[src/rtl/hcr_pkg.sv]
package hcr_pkg;

  // Width needed to hold a hop count from 0 up to n inclusive.
  function automatic int unsigned hop_width(input int unsigned n);
    return (n < 1) ? 1 : $clog2(n + 1);
  endfunction

endpackage

[src/rtl/hcr_dim_pick.sv]
// Lowest-differing-dimension selector: one-hot over DIM_W links plus ejection.
module hcr_dim_pick #(
  parameter int unsigned DIM_W = 4,
  localparam int unsigned SEL_W = DIM_W + 1
) (
  input  logic [DIM_W-1:0] here_addr,
  input  logic [DIM_W-1:0] dest_addr,
  output logic [DIM_W-1:0] diff_mask,
  output logic [SEL_W-1:0] port_sel
);

  // Isolate the least significant set bit with a two's-complement mask.
  function automatic logic [DIM_W-1:0] keep_lowest(input logic [DIM_W-1:0] v);
    return v & (~v + DIM_W'(1));
  endfunction

  always_comb begin
    diff_mask = here_addr ^ dest_addr;
    port_sel  = {(diff_mask == '0), keep_lowest(diff_mask)};
  end

  // Cross-check: an ascending scan over the bits must agree with the mask form.
  logic [SEL_W-1:0] scan_sel;
  always_comb begin
    logic hit;
    hit      = 1'b0;
    scan_sel = '0;
    for (int i = 0; i < int'(DIM_W); i++) begin
      if (!hit && (here_addr[i] != dest_addr[i])) begin
        scan_sel[i] = 1'b1;
        hit         = 1'b1;
      end
    end
    if (!hit) scan_sel[DIM_W] = 1'b1;
    AST_LSB_EQ_SCAN: assert (scan_sel == port_sel) else $error("lowest-bit pick differs from scan");
  end

endmodule

[src/rtl/hcr_hop_count.sv]
// Remaining-hop counter: population count of the address difference.
module hcr_hop_count #(
  parameter int unsigned DIM_W = 4,
  parameter int unsigned HOP_W = 3
) (
  input  logic [DIM_W-1:0] diff_mask,
  output logic [HOP_W-1:0] hop_cnt
);

  function automatic logic [HOP_W-1:0] ones_in(input logic [DIM_W-1:0] v);
    logic [HOP_W-1:0] acc;
    acc = '0;
    for (int i = 0; i < int'(DIM_W); i++) acc = acc + HOP_W'(v[i]);
    return acc;
  endfunction

  assign hop_cnt = ones_in(diff_mask);

endmodule

[src/rtl/hcr_out_stage.sv]
// Single decision register with ready/valid on both sides.
module hcr_out_stage #(
  parameter int unsigned PW = 8
) (
  input  logic          clk,
  input  logic          rst_n,
  input  logic          in_valid,
  output logic          in_ready,
  input  logic [PW-1:0] in_data,
  output logic          out_valid,
  input  logic          out_ready,
  output logic [PW-1:0] out_data
);

  logic take_in;
  logic drain;

  assign in_ready = !out_valid || out_ready;
  assign take_in  = in_valid && in_ready;
  assign drain    = out_valid && out_ready;

  always_ff @(posedge clk or negedge rst_n) begin
    if (!rst_n) begin
      out_valid <= 1'b0;
      out_data  <= '0;
    end else if (take_in) begin
      out_valid <= 1'b1;
      out_data  <= in_data;
    end else if (drain) begin
      out_valid <= 1'b0;
    end
  end

  AST_RESET_IDLE: assert property (@(posedge clk) disable iff (!rst_n)
    $past(!rst_n) |-> !out_valid);

  AST_ACCEPT_LOADS: assert property (@(posedge clk) disable iff (!rst_n)
    (in_valid && in_ready) |=> (out_valid && out_data == $past(in_data)));

  AST_HOLD_STABLE: assert property (@(posedge clk) disable iff (!rst_n)
    (out_valid && !out_ready) |=> (out_valid && $stable(out_data)));

  AST_DRAIN_EMPTY: assert property (@(posedge clk) disable iff (!rst_n)
    (out_valid && out_ready && !in_valid) |=> !out_valid);

endmodule

[src/rtl/hcube_route_unit.sv]
// Per-node dimension-order routing decision for a binary n-cube.
module hcube_route_unit #(
  parameter int unsigned DIM_W  = 4,
  parameter bit          HOP_EN = 1'b1,
  localparam int unsigned SEL_W = DIM_W + 1,
  localparam int unsigned HOP_W = hcr_pkg::hop_width(DIM_W)
) (
  input  logic             clk,
  input  logic             rst_n,
  input  logic [DIM_W-1:0] node_addr,
  input  logic             hdr_valid,
  output logic             hdr_ready,
  input  logic [DIM_W-1:0] hdr_dest,
  output logic             out_valid,
  input  logic             out_ready,
  output logic [SEL_W-1:0] out_sel,
  output logic [HOP_W-1:0] out_hops
);

  localparam int unsigned PW = SEL_W + HOP_W;

  logic [DIM_W-1:0] diff_mask;
  logic [SEL_W-1:0] next_sel;
  logic [HOP_W-1:0] next_hops;
  logic [PW-1:0]    next_word;
  logic [PW-1:0]    held_word;

  hcr_dim_pick #(.DIM_W(DIM_W)) pick_i (
    .here_addr (node_addr),
    .dest_addr (hdr_dest),
    .diff_mask (diff_mask),
    .port_sel  (next_sel)
  );

  generate
    if (HOP_EN) begin : g_hops
      hcr_hop_count #(.DIM_W(DIM_W), .HOP_W(HOP_W)) cnt_i (
        .diff_mask (diff_mask),
        .hop_cnt   (next_hops)
      );
    end else begin : g_no_hops
      assign next_hops = '0;
    end
  endgenerate

  assign next_word = {next_sel, next_hops};

  hcr_out_stage #(.PW(PW)) stage_i (
    .clk       (clk),
    .rst_n     (rst_n),
    .in_valid  (hdr_valid),
    .in_ready  (hdr_ready),
    .in_data   (next_word),
    .out_valid (out_valid),
    .out_ready (out_ready),
    .out_data  (held_word)
  );

  assign out_sel  = held_word[PW-1:HOP_W];
  assign out_hops = held_word[HOP_W-1:0];

  AST_SEL_ONEHOT: assert property (@(posedge clk) disable iff (!rst_n)
    out_valid |-> ($countones(out_sel) == 1));

  AST_FULL_BLOCKS: assert property (@(posedge clk) disable iff (!rst_n)
    (out_valid && !out_ready) |-> !hdr_ready);

  generate
    if (HOP_EN) begin : g_hop_chk
      AST_EJECT_ZERO_HOPS: assert property (@(posedge clk) disable iff (!rst_n)
        out_valid |-> (out_sel[DIM_W] == (out_hops == '0)));
    end
  endgenerate

endmodule

[config.mk]
export PLATFORM = sky130hd
export DESIGN_NAME = hcube_route_unit
export DESIGN_NICKNAME = d
export VERILOG_FILES = /design/src/rtl/hcr_pkg.sv /design/src/rtl/hcr_dim_pick.sv /design/src/rtl/hcr_hop_count.sv /design/src/rtl/hcr_out_stage.sv /design/src/rtl/hcube_route_unit.sv
export SDC_FILE = /design/constraint.sdc
export NUM_CORES = 1
export LEC_CHECK = 0
export BUFFER_PORTS_ARGS = -buffer_cell sky130_fd_sc_hd__buf_2
export CAP_MARGIN = 20
export CORE_UTILIZATION = 35
export DETAILED_ROUTE_END_ITERATION = 8
export GPL_TIMING_DRIVEN = 1
export PLACE_DENSITY_LB_ADDON = 0.12
export SYNTH_ARGS = -nofsm -noshare
export SYNTH_HDL_FRONTEND = slang
export SYNTH_HIERARCHICAL = 1
export SYNTH_SLANG_ARGS = --single-unit
[constraint.sdc]
create_clock -name clk -period 1.15 [get_ports clk]
set_input_delay 0.2875 -clock clk [delete_from_list [all_inputs] [get_ports clk]]
set_output_delay 0.2875 -clock clk [all_outputs]
set_load 0.05 [all_outputs]
==> results of run 1 <==
==> stage by stage <==
step	cells	hold slack, ns	instance area (µm²)
after floorplan	37	-0.008091	590.6
after global placement	76	0.1518	737.0
after detailed placement	76	0.1531	737.0
after CTS	82	0.3086	859.6
after global routing	82	0.3149	867.1
final	82	0.3126	867.1
==> layer usage <==
metal  wire [µm]  global-route usage (%)
met1         394                   14.48
met2         482                   18.75
met3          56                   4.348
met4           0                   9.677
met5           0                       0
==> state kept, by name, summed over array words and instances (netlist names) <==
signal,count
stage_i/out_data,8
stage_i/out_valid,1
==> Yosys cell counts <==
cell type  instances  area [µm²]
dfrtp_1            9       225.2
ha_1               2       25.02
inv_1              5       18.77
xor2_2             2       32.53
buf_4              1       7.510
xor2_1             2       17.52
nor3b_2            1       12.51
nand2_8            1       20.02
nor2b_1            1       6.260
nor4_1             1       6.260
nand2b_1           1       6.260
fa_1               1       20.02
nand2b_4           1       13.76
nor4b_2            1       15.01
mux2_4             8       120.1
==> area by class of cell <==
cell class | count | area (µm²) | share of cell area, %
Multi-Input combinational cell | 22 | 357.8 | 41.27
Sequential cell | 9 | 226.5 | 26.12
Timing Repair Buffer | 27 | 219.0 | 25.25
Clock buffer | 4 | 26.28 | 3.030
Inverter | 5 | 18.77 | 2.165
Tap cell | 15 | 18.77 | 2.165
==> report_power, final <==
part	switching, mW	internal [mW]	total [mW]
Combinational	0.389	0.310	0.699
Sequential	0.0448	0.382	0.427
Clock	0.105	0.133	0.238
==> how the worst min path moves through the flow <==
stage	endpoint	cells past startpoint	slack (ns)
detailed placement	stage_i/out_data[3]$_DFFE_PN0P_	1	0.15
CTS	stage_i/out_valid$_DFFE_PN0P_	2	0.31
global placement	stage_i/out_data[3]$_DFFE_PN0P_	1	0.15
global route	stage_i/out_valid$_DFFE_PN0P_	2	0.31
finish	stage_i/out_valid$_DFFE_PN0P_	2	0.31
floorplan	stage_i/out_data[0]$_DFFE_PN0P_	0	-0.008
==> kinds of logic (layout without fill, tap and decap cells) <==
family        after synthesis  in the layout  share of synthesized area (%)
simple gates                7              7                          14.65
flops                       9              9                          41.19
mux                         8              8                          21.97
xor+xnor                    4              4                          9.154
buf+inv                     6             36                          4.806
fa+ha+maj                   3              3                          8.237
==> timing repair <==
item / CTS / global route
gates resized for setup: 23 / 2
pin swaps: 4 / 0
endpoints found under the setup margin: 13 / 6
endpoints found under the hold margin: 9 / 0
setup buffers: 1 / 0
hold buffers: 1 / 0
==> results.cfg, run 1 <==
[grt]
grt_remaining_overflow = 0
grt_pass1_wl_mm = 1.566
grt_pass1_vias = 377
antenna_found_initial = 0
grt.total_usage_pct = 12.53
grt_start_max_net_pins = 10

[timing]
slew_viol_final = 0
finalHoldViolCount = 0
period_needed_ns = 1.672
setup_tns_ns = -1.427
post-route-period-util_pct = 145.4
fin_skew_ns = 0.0004069
setup_slack_ns = -0.5216
worst_pin_slew_ns = 0.2724
clock.fmax_mhz = 598.2
grt_setup_unrepaired = yes
setup_violations = 4
slew_headroom_pct = 81.68

[yosys]
synth_seq_cells = 9
synthCells = 37
synthesis.nets = 52
syn_area_per_cell_um2 = 14.78
yosys_warnings = 6
ys_seq_area_share_pct = 41.19
syn_area_um2 = 546.8
ys_types = 15

[cts]
clk_pin_slew_ns = 0.06
cts_tree = yes
cts_max_level = 1
clkLatencyLatePin_ns = 0.25
cts_buffer_depth = 2
cts_root_buffer = clkbuf_4
numCtsBuffers = 3
cts.sinks = 9

[detailed_routing]
firstDrtPassIters = 1
drt-initial-drc-count = 0
routedWlPerCell_um = 11.38
finalWirelength_um = 933
via_per_inst = 4.488
ant_nets = 0
vias = 368
drc_errors = 0

[hold_path]
hp-class = in -> reg
worstHoldStart = hdr_valid

[layout]
nets = 83
nFillCells = 105
drive_above_1_share_pct = 76.12
layout_commonest_cell = buf_4
area_growth_pct = 58.58
final_cell_mix = buf_4, buf_2, mux2_4, dfrtp_1, buf_6
utilization_pct = 62.71
antenna_cells = 0

[flow_run]
drv_cap = 0

[worst_setup_path]
crit_chain = buf_8 -> xor2_4 -> inv_2 -> fa_1 -> inv_2 -> ha_4 -> ha_4 -> mux2_4
regToRegEndpoint = stage_i/out_data[3]$_DFFE_PN0P_
worstSetupPathType = in -> reg
ff2ff_setup_slack_ns = 0.09
setup.worst_path.start = hdr_dest[0]
cpMaxStageDelayCell = fa_1
timing.critical_path.max_delay_family = adder cells
path_buf_inv = 3
r2r_start = stage_i/out_valid$_DFFE_PN0P_
ff2ff_path_depth = 3
end_kind = register
cp.required_ns = 1.29
cp-endpoint = stage_i/out_data[1]$_DFFE_PN0P_
cp.depth = 8
cpPeakStageDelay_ns = 0.55
cp.arrival_ns = 1.81
crit_path_start_kind = input port
crit_fanout = 2

[die]
die_area_um2 = 1724
die_w_um = 41.53
io_pins = 22
core_area_um2 = 1383
start_util_pct = 39.55
dieHeight_um = 41.53
row_count = 13

[power_and_ir_drop]
p_per_area_nw_per_um2 = 1573
static-leakage-power_nw = 0.4292
total_power_mw = 1.364
ir_worst_vdd_mv = 0.6942

[status]
outcome = finished, violations left
violations = setup timing

[placement]
preCtsSetupSlack_ns = -0.8532
post-dp-hpwl_um = 740.8
routabilityCongestion = 0.6492
port-buffer-count = 21
No activity file was read; power rests on OpenSTA's default activity.
==> run 2, diff against run 1 <==
- clock period: 1.15 -> 1.5 ns (I/O delays scaled with it)
==> results.cfg, run 2 (synthesis results as in run 1) <==
[status]
outcome = finished, violations left
violations = setup timing

[grt]
grt_start_max_net_pins = 10
grt_pass1_vias = 346
antenna_found_initial = 0
grt.total_usage_pct = 11.65
grt_remaining_overflow = 0
grt_pass1_wl_mm = 1.518

[worst_setup_path]
cp.required_ns = 1.63
ff2ff_path_depth = 3
cpMaxStageDelayCell = fa_1
ff2ff_setup_slack_ns = 0.48
crit_chain = buf_8 -> xor2_4 -> inv_2 -> fa_1 -> inv_2 -> ha_4 -> ha_4 -> mux2_4
end_kind = register
crit_path_start_kind = input port
cpPeakStageDelay_ns = 0.54
crit_fanout = 2
worstSetupPathType = in -> reg
cp.arrival_ns = 1.88

[placement]
routabilityCongestion = 0.6797
post-dp-hpwl_um = 694.4
port-buffer-count = 21
dp.cells = 75
placed_area_um2 = 728.2
preCtsSetupSlack_ns = -0.6376

[layout]
drive_above_1_share_pct = 74.24
nets = 82
utilization_pct = 59.64
top_register = stage_i/out_data
area_growth_pct = 50.80
final_cell_mix = buf_2, dfrtp_1, mux2_4
layout_commonest_cell = buf_2
instances_no_fill = 81
final_cell_area_um2 = 824.5
top_regs = stage_i/out_data x8, stage_i/out_valid x1
largest_reg_flops = 8
antenna_cells = 0

[timing]
finalHoldViolCount = 0
worst_pin_slew_ns = 0.2860
setup_tns_ns = -0.5297
period_needed_ns = 1.750
setup_slack_ns = -0.2503
post-route-period-util_pct = 116.7
slew_headroom_pct = 80.76
fin_skew_ns = 0.008951
setup_violations = 3
grt_setup_unrepaired = yes
slew_viol_final = 0
whs_ns = 0.4108
clock.fmax_mhz = 571.3

[die]
start_util_pct = 39.55
io_pins = 22
row_count = 13
core_area_um2 = 1383
die_w_um = 41.53
dieHeight_um = 41.53
die_area_um2 = 1724

[cts]
numCtsBuffers = 3
clkLatencyLatePin_ns = 0.25
cts_tree = yes
cts.sinks = 9
cts_buffer_depth = 2
cts_root_buffer = clkbuf_4
cts_max_level = 1
clk_pin_slew_ns = 0.06

[detailed_routing]
drc_errors = 0
vias = 342
via_per_inst = 4.222
ant_nets = 0
firstDrtPassIters = 2
routedWlPerCell_um = 10.81
finalWirelength_um = 876
drt-initial-drc-count = 1

[hold_path]
hp-class = in -> reg
whs_path_depth = 2

[flow_run]
drv_cap = 0

[power_and_ir_drop]
static-leakage-power_nw = 0.4165
p_per_area_nw_per_um2 = 1194
ir_worst_vdd_mv = 0.6195
total_power_mw = 0.9842
-- run 2: cell count changes in the layout (fill, tap and decap cells not counted) --
cell | previous run | this run
dfrtp_1 | 8 | 9
buf_2 | 8 | 17
buf_4 | 11 | 4
buf_6 | 5 | 2
dfrtp_2 | 1 | 0
-- run 2: repair_timing --
action	4_1_cts	5_1_grt
setup buffers	1	0
gates resized for setup	9	4
hold buffers	1	0
pin swaps	4	3
hold endpoints to repair	9	0
endpoints found under the setup margin	3	3
-- run 2: layout make-up --
class                   count  area (µm²)
well taps                  15       18.77
fillers                   112       558.0
clock buffers               4       26.28
inverters                   5       18.77
multi-input cells          22       357.8
flip-flops and latches      9       225.2
repair buffers             26       177.7
-- run 2: where the power goes --
group          internal, mW  total (mW)  switching [mW]  leakage, nW
Combinational         0.188       0.483           0.295        0.288
Sequential            0.292       0.317          0.0248        0.113
Clock                 0.102       0.184          0.0819       0.0150
Total                 0.582       0.984           0.402        0.417
-- run 2: critical path: cells and delay by family --
family	cells	cell delay, ns
adder cells (fa/ha/maj)	3	0.89
multiplexers	1	0.26
buffers and inverters	3	0.19
XOR/XNOR	1	0.16
-- run 2: path summary, 6_finish.rpt --
path | from | to
setup / recovery | node_addr[1] | stage_i/out_data[1]$_DFFE_PN0P_
hold / removal | hdr_valid | stage_i/out_valid$_DFFE_PN0P_
setup reg to reg | stage_i/out_valid$_DFFE_PN0P_ | stage_i/out_data[3]$_DFFE_PN0P_
hold reg to reg | stage_i/out_data[2]$_DFFE_PN0P_ | stage_i/out_data[2]$_DFFE_PN0P_
max in group asynchronous | rst_n | stage_i/out_data[0]$_DFFE_PN0P_
min in group asynchronous | rst_n | stage_i/out_data[4]$_DFFE_PN0P_
-- run 2: metal layers --
metal	routed length (µm)	share of wire, %	up-vias	track usage [%]
met5	0	0	-	0
met4	0	0	0	1.935
met3	59	6.7	0	6.522
met2	408	47	17	16.88
met1	409	47	151	15.38
li1	-	-	174	-
==> run 3, diff against run 2 <==
- ABC_CLOCK_PERIOD_IN_PS: unset -> 1500
- CTS_BUF_LIST: unset -> sky130_fd_sc_hd__clkbuf_8
==> results.cfg, run 3 (synthesis results as in run 1) <==
[status]
outcome = finished, violations left
violations = setup timing

[die]
row_count = 13
die_w_um = 41.53
start_util_pct = 39.55
die_area_um2 = 1724
dieHeight_um = 41.53
core_area_um2 = 1383
io_pins = 22

[timing]
post-route-period-util_pct = 117.9
slew_headroom_pct = 79.45
worst_pin_slew_ns = 0.3054
slew_viol_final = 0
setup_violations = 3
period_needed_ns = 1.769
finalHoldViolCount = 0
grt_setup_unrepaired = yes
fin_skew_ns = 0.005413
clock.fmax_mhz = 565.3
setup_slack_ns = -0.2688

[hold_path]
worstHoldStart = hdr_valid
whs_path_depth = 2
hp-class = in -> reg
hold_end = stage_i/out_valid$_DFFE_PN0P_

[cts]
clkLatencyLatePin_ns = 0.24
numCtsBuffers = 3
cts_buffer_depth = 2
cts.sinks = 9
cts_root_buffer = clkbuf_8
clk_pin_slew_ns = 0.04
cts_tree = yes
cts_max_level = 1

[power_and_ir_drop]
static-leakage-power_nw = 0.4284
ir_worst_vdd_mv = 0.6860
internal-power_mw = 0.6596
seqPwrFrac_pct = 29.4
p_clk_share_pct = 25.8
total_power_mw = 1.081
combPwrFrac_pct = 44.7
power_switching_mw = 0.4212
power.switching_fraction_pct = 38.97
p_per_area_nw_per_um2 = 1282

[detailed_routing]
drc_errors = 0
via_per_inst = 4.321
firstDrtPassIters = 2
drt-initial-drc-count = 1
finalWirelength_um = 919
ant_nets = 0
routedWlPerCell_um = 11.35
vias = 350

[grt]
grt_pass1_wl_mm = 1.545
grt.total_usage_pct = 12.47
antenna_found_initial = 0
grt_pass1_vias = 346
grt_remaining_overflow = 0
grt_start_max_net_pins = 10

[layout]
drive_above_1_share_pct = 74.24
largest_reg_flops = 8
antenna_cells = 0
final_cell_area_um2 = 843.3
final_cell_mix = buf_2, dfrtp_1, mux2_4
area_growth_pct = 54.23
utilization_pct = 61.00
layout_commonest_cell = buf_2
nets = 82
top_register = stage_i/out_data
nFillCells = 111
top_regs = stage_i/out_data x8, stage_i/out_valid x1

[worst_setup_path]
cpPeakStageDelay_ns = 0.54
crit_fanout = 2
crit_chain = buf_8 -> xor2_4 -> inv_2 -> fa_1 -> inv_2 -> ha_4 -> ha_4 -> mux2_4
worstSetupPathType = in -> reg
cpMaxStageDelayCell = fa_1
ff2ff_path_depth = 3
regToRegEndpoint = stage_i/out_data[7]$_DFFE_PN0P_
timing.critical_path.max_delay_family = adder cells
setup.worst_path.start = node_addr[1]
r2r_start = stage_i/out_valid$_DFFE_PN0P_
ff2ff_setup_slack_ns = 0.48
end_kind = register
cp.arrival_ns = 1.88
crit_path_start_kind = input port
cp.required_ns = 1.61
path_buf_inv = 3

[placement]
post-dp-hpwl_um = 694.4
placed_area_um2 = 728.2
port-buffer-count = 21
routabilityCongestion = 0.6797
preCtsSetupSlack_ns = -0.6376

[flow_run]
drv_cap = 0
[run 3: through the flow]
stage / std cells / TNS [ns] / hold slack, ns
finish: 81 / -0.5854 / 0.4277
global route: 81 / -0.6934 / 0.4254
CTS: 81 / -0.5802 / 0.4227
detailed placement: 75 / -1.668 / 0.2383
global placement: 75 / -1.554 / 0.2396
floorplan: 37 / -1.049 / 0.07941
[run 3: final cells by class]
| class | count | area, µm² | share of cell area (%) |
|---|---|---|---|
| clock inverter | 1 | 3.754 | 0.4451 |
| sequential | 9 | 225.2 | 26.71 |
| clock buffer | 3 | 41.29 | 4.896 |
| inverter | 5 | 18.77 | 2.226 |
| tap | 15 | 18.77 | 2.226 |
| multi-input combinational | 22 | 357.8 | 42.43 |
| timing repair buffer | 26 | 177.7 | 21.07 |
[run 3: worst max-delay path by stage]
| stage | endpoint | slack (ns) | cells after the start |
|---|---|---|---|
| floorplan | stage_i/out_data[1]$_DFFE_PN0P_ | -0.43 | 7 |
| global placement | stage_i/out_data[1]$_DFFE_PN0P_ | -0.60 | 8 |
| detailed placement | stage_i/out_data[1]$_DFFE_PN0P_ | -0.64 | 8 |
| CTS | stage_i/out_data[1]$_DFFE_PN0P_ | -0.27 | 8 |
| global route | stage_i/out_data[1]$_DFFE_PN0P_ | -0.31 | 8 |
| finish | stage_i/out_data[1]$_DFFE_PN0P_ | -0.27 | 8 |
[run 3: worst register-to-register path, delay by kind of cell, from the launching register on]
kind | cells | cell delay, ns
flip-flops | 1 | 0.40
AND/OR/NAND/NOR | 2 | 0.20
multiplexers | 1 | 0.31
[run 3: metal layers]
metal,vias to the layer above,track usage [%],wire (µm)
met5,-,0,0
met4,0,9.677,14
met3,2,5.217,66
met2,19,16.88,429
met1,155,15.38,408
li1,174,-,-
[run 3: timing repair]
action                                 CTS  global route
gates resized for setup                  9             4
setup endpoints to repair                3             3
hold buffers                             1             0
pin swaps                                4             3
cloned                                   0             0
setup buffers                            1             0
endpoints found under the hold margin    9             0
[run 3: power by group through the flow]
stage / Sequential, mW / Combinational, mW / Clock, mW
floorplan: 0.498 / 0.162 / 0
global placement: 0.322 / 0.446 / 0
detailed placement: 0.320 / 0.453 / 0
CTS: 0.319 / 0.486 / 0.290
global route: 0.325 / 0.514 / 0.300
finish: 0.318 / 0.484 / 0.279
